<file path="src/rtl/line_delay_pkg.sv">
package line_delay_pkg;
  localparam int unsigned DEF_RD_LAT = 1;

  typedef struct packed {
    logic wr;
    logic rd;
  } strobe_t;
endpackage

</file>
<file path="src/rtl/lds_edge_arm.sv">
// Line rising-edge detection and post-reset arming on frame low.
module lds_edge_arm (
  input  logic clk,
  input  logic rst,
  input  logic frame_in,
  input  logic line_in,
  output logic start,
  output logic armed
);
  logic line_q;

  always_ff @(posedge clk) begin
    if (rst) begin
      line_q <= 1'b0;
      armed  <= 1'b0;
    end else begin
      line_q <= line_in;
      if (!frame_in) armed <= 1'b1;
    end
  end

  assign start = line_in & ~line_q & frame_in & armed;


  no_start_unarmed_chk: assert property (@(posedge clk) disable iff (rst)
    (!armed && frame_in) |=> !$past(start));
endmodule

</file>
<file path="src/rtl/lds_strobe_gen.sv">
// Write/read strobe generation with data-present tracking.
module lds_strobe_gen
  import line_delay_pkg::*;
(
  input  logic    clk,
  input  logic    rst,
  input  logic    frame_in,
  input  logic    line_in,
  input  logic    start,
  output strobe_t stb
);
  logic present;

  always_ff @(posedge clk) begin
    if (rst) begin
      stb     <= '0;
      present <= 1'b0;
    end else begin
      stb.wr <= line_in & (stb.wr | start);
      stb.rd <= line_in & (stb.rd | (start & present));
      if (!frame_in)   present <= 1'b0;
      else if (stb.wr) present <= 1'b1;
    end
  end


  wr_drop_chk: assert property (@(posedge clk) disable iff (rst)
    !line_in |=> !stb.wr && !stb.rd);

  rd_with_wr_chk: assert property (@(posedge clk) disable iff (rst)
    stb.rd |-> stb.wr);

  wr_rise_cause_chk: assert property (@(posedge clk) disable iff (rst)
    $rose(stb.wr) |-> $past(line_in && frame_in));
endmodule

</file>
<file path="src/rtl/lds_valid_pipe.sv">
// Delays the read strobe by the FIFO read latency.
module lds_valid_pipe #(
  parameter int unsigned LAT = 1
) (
  input  logic clk,
  input  logic rst,
  input  logic d,
  output logic q
);
  logic [LAT-1:0] sr;

  generate
    if (LAT == 1) begin : g_one
      always_ff @(posedge clk) begin
        if (rst) sr <= '0;
        else     sr <= d;
      end
    end else begin : g_many
      always_ff @(posedge clk) begin
        if (rst) sr <= '0;
        else     sr <= {sr[LAT-2:0], d};
      end
    end
  endgenerate

  assign q = sr[LAT-1];
endmodule

</file>
<file path="src/rtl/line_delay_seq.sv">
module line_delay_seq
  import line_delay_pkg::*;
#(
  parameter int unsigned RD_LAT = DEF_RD_LAT
) (
  input  logic clk,
  input  logic rst,
  input  logic frame_in,
  input  logic line_in,
  output logic wr_en,
  output logic rd_en,
  output logic rd_vld
);
  logic    start;
  logic    armed;
  strobe_t stb;

  lds_edge_arm u_arm (
    .clk(clk), .rst(rst), .frame_in(frame_in), .line_in(line_in),
    .start(start), .armed(armed)
  );

  lds_strobe_gen u_stb (
    .clk(clk), .rst(rst), .frame_in(frame_in), .line_in(line_in),
    .start(start), .stb(stb)
  );

  lds_valid_pipe #(.LAT(RD_LAT)) u_vld (
    .clk(clk), .rst(rst), .d(stb.rd), .q(rd_vld)
  );

  assign wr_en = stb.wr;
  assign rd_en = stb.rd;


  reset_quiet_chk: assert property (@(posedge clk)
    rst |=> !wr_en && !rd_en && !rd_vld);

  generate
    if (RD_LAT == 1) begin : g_vchk

      vld_align_chk: assert property (@(posedge clk) disable iff (rst)
        !$past(rst) |-> rd_vld == $past(rd_en));
    end
  endgenerate
endmodule

</file>
<file path="config.mk">
export PLATFORM = sky130hd
export DESIGN_NAME = line_delay_seq
export DESIGN_NICKNAME = d
export VERILOG_FILES = /design/src/rtl/line_delay_pkg.sv /design/src/rtl/lds_edge_arm.sv /design/src/rtl/lds_strobe_gen.sv /design/src/rtl/lds_valid_pipe.sv /design/src/rtl/line_delay_seq.sv
export SDC_FILE = /design/constraint.sdc
export NUM_CORES = 1
export LEC_CHECK = 0
export ABC_AREA = 1
export CORE_AREA = 2 2 39 41
export DETAILED_ROUTE_END_ITERATION = 12
export DIE_AREA = 0 0 41 43
export PLACE_DENSITY = 0.44
export SLEW_MARGIN = 5
export SYNTH_ARGS = -nofsm -noshare
export SYNTH_HDL_FRONTEND = slang
export SYNTH_SLANG_ARGS = --single-unit
</file>
<file path="constraint.sdc">
create_clock -name clk -period 0.8 [get_ports clk]
set_input_delay 0.16 -clock clk [delete_from_list [all_inputs] [get_ports clk]]
set_output_delay 0.16 -clock clk [all_outputs]
set_load 0.02 [all_outputs]
</file>
==> out/metrics.yaml <==
place_hpwl_um: 297
yosysTopAreaCellShare_pct: 62.7
root_buffer: "clkbuf_4"
slew_headroom_pct: 90.5
synth_cells: 21
cp_num_buf_inv: 1
grt_util_met1_pct: 7.82
die_h_um: 43
grt_pass1_wl_um: 772
yosys.cell_types.count: 10
skew_ns: 0.00411
htreeDepth: 1
grtUsageMet3_pct: 7.85
vdd_drop_max_mv: 1.02
area_delta_synth_final_pct: 69.3
hp-class: "in -> reg"
grt_pass1_vias: 187
required_ns: 0.64
design_area_sq_um: 324
setup_viol: 3
worst_path_max_delay_cell: "dfxtp_2"
post_synth_main_area_contributors: "dfxtp_1 (63%), nor2_1 (7.8%), inv_1 (5.9%)"
start_util_pct: 13.8
status: "finished with violations"
io_pins: 7
start_kind: "register"
clock_latency_ns: 0.24
synth_nets: 25
avgSynthCellArea_sq_um: 9.12
synth_edf_count: 0
drive_gt1_share_pct: 51.5
path_max_fanout: 2
num_rows: 14
dp_cells: 45
first_pass_iters: 3
rrSetupSlack_ns: 0.06
drc: 0
drtAntennaViolNets: 0
place_area_sq_um: 287
cts_buffers: 3
fin_crit_sh_pct: 106
drt-initial-drc-count: 8
power.leakage_nw: 0.148
gr-usage-met2_pct: 8.44
synth_most_common_cell: "dfxtp_1"
syn_area_sq_um: 191
diodes: 0
die_w_um: 41
design.core.area_sq_mm: 0.00138
yosys.area.top_type: "dfxtp_1"
finalHoldViolCount: 0
layout_setup_ws_ns: -0.0455
crit_family: "flip-flops"
synthTopCellsByCount: "dfxtp_1 (6), nor2_1 (4), inv_1 (3)"
violations: "setup timing"
ctsHoldBuffers: 0
finalNetCount: 39
crit_type: "reg -> out"
synth_ff_type: "dfxtp_1"
busiest_layer: "met2"
num_vias: 171
tightest_slew_ns: 0.141
via_per_inst: 3.49
maxCapViolCount: 0
synth-seq-area-share_pct: 62.7
cts.clk_slew.worst_paths_ns: 0.04
cp_slowest_stage_delay_ns: 0.33
overflow: 0
ys_ff_latch: 6
cp.arrival_ns: 0.69
grt_max_degree: 4
antenna_found_initial: 0
yosys_warnings: 0
gp_congestion: 0.663
path_cells: "buf_6"
wirelength_um: 424
finalPower_mw: 0.629
cts.path.max_buffers: 2
async_reset_ff_share_pct: 0
grt_usage_pct: 7.26
power_density_mw_per_mm2: 1940
post-route-min-period_ns: 0.845
max_freq_mhz: 1180
pre_cts_slack_ns: -0.298
io_buffer_count: 6
die_area_sq_mm: 0.00176
endpoint_kind: "output port"
wl_per_cell_um: 8.65
clock_sink_count: 6
maxSlewViolCount: 0
rsz0062_at_grt: "yes"
cts_tree: "built"
stdcell_count: 49
## stage by stage
| stage | TNS, ns | utilization (%) | hold WS, ns |
|---|---|---|---|
| global placement | -1.89 | 20.7 | 0.462 |
| detailed placement | -1.96 | 20.7 | 0.473 |
| floorplan | 0 | - | 0.229 |
| finish | -0.123 | 23.4 | 0.349 |
| CTS | -0.141 | 23.4 | 0.345 |
| global route | -0.216 | 23.4 | 0.356 |
## repair_timing
item | in CTS | in global routing
setup buffers | 1 | 0
pin swaps | 2 | 0
hold endpoints to repair | 0 | 0
endpoints found under the setup margin | 5 | 3
cloned | 0 | 0
resized for setup | 25 | 0
## path summary, 6_finish.rpt
| path | from | depth (start not counted) | endpoint |
|---|---|---|---|
| setup / recovery | u_stb.stb[1] | 1 | wr_en |
| hold / removal | frame_in | 3 | u_arm.armed |
| setup reg to reg | u_stb.stb[1] | 3 | u_stb.present |
| hold reg to reg | u_stb.present | 2 | u_stb.stb[0] |
## where the power goes
part / internal [mW] / switching, mW / leakage [nW]
Combinational: 0.0259 / 0.0200 / 0.0834
Clock: 0.169 / 0.103 / 0.0138
Sequential: 0.307 / 0.00283 / 0.0505
Total: 0.502 / 0.126 / 0.148
## per-layer routing
layer / up-vias / wire length (um)
met4: 0 / 8
li1: 89 / -
met5: - / 0
met3: 2 / 56
met2: 10 / 150
met1: 70 / 209
## cells by family after synthesis
kind of cell           share of synthesized area [%]
AOI/OAI and AO/OA                               12.4
buffers and inverters                           7.84
DFF                                             62.7
and+or+nand+nor                                 17.0
## layout by cell type (no fill, tap or decap), drive strengths merged
master,count
inv,4
a21oi,3
o21ai,1
buf,6
nand3,1
clkdlybuf4s50,1
dlygate4sd2,2
nor2,4
or2,1
nand2,1
dfxtp,6
clkbuf,3
## tightest hold or removal path: stages
cell	delay (ns)
dlygate4sd2_1	0.22
buf_4	0.12
a21oi_1	0.05
## cell type report
class                           count  area, sq um
Multi-Input combinational cell     11         58.8
Timing Repair Buffer                9         83.8
Inverter                            4         15.0
Tap cell                           16         20.0
Fill cell                         150         1060
Clock buffer                        3         22.5
Sequential cell                     6          124
## state kept, by name, summed over array words and instances (netlist names)
name / count
u_arm.line_q: 1
u_stb.stb: 2
u_vld.q: 1
u_stb.present: 1
u_arm.armed: 1
Power figures use the tool's default switching activity.
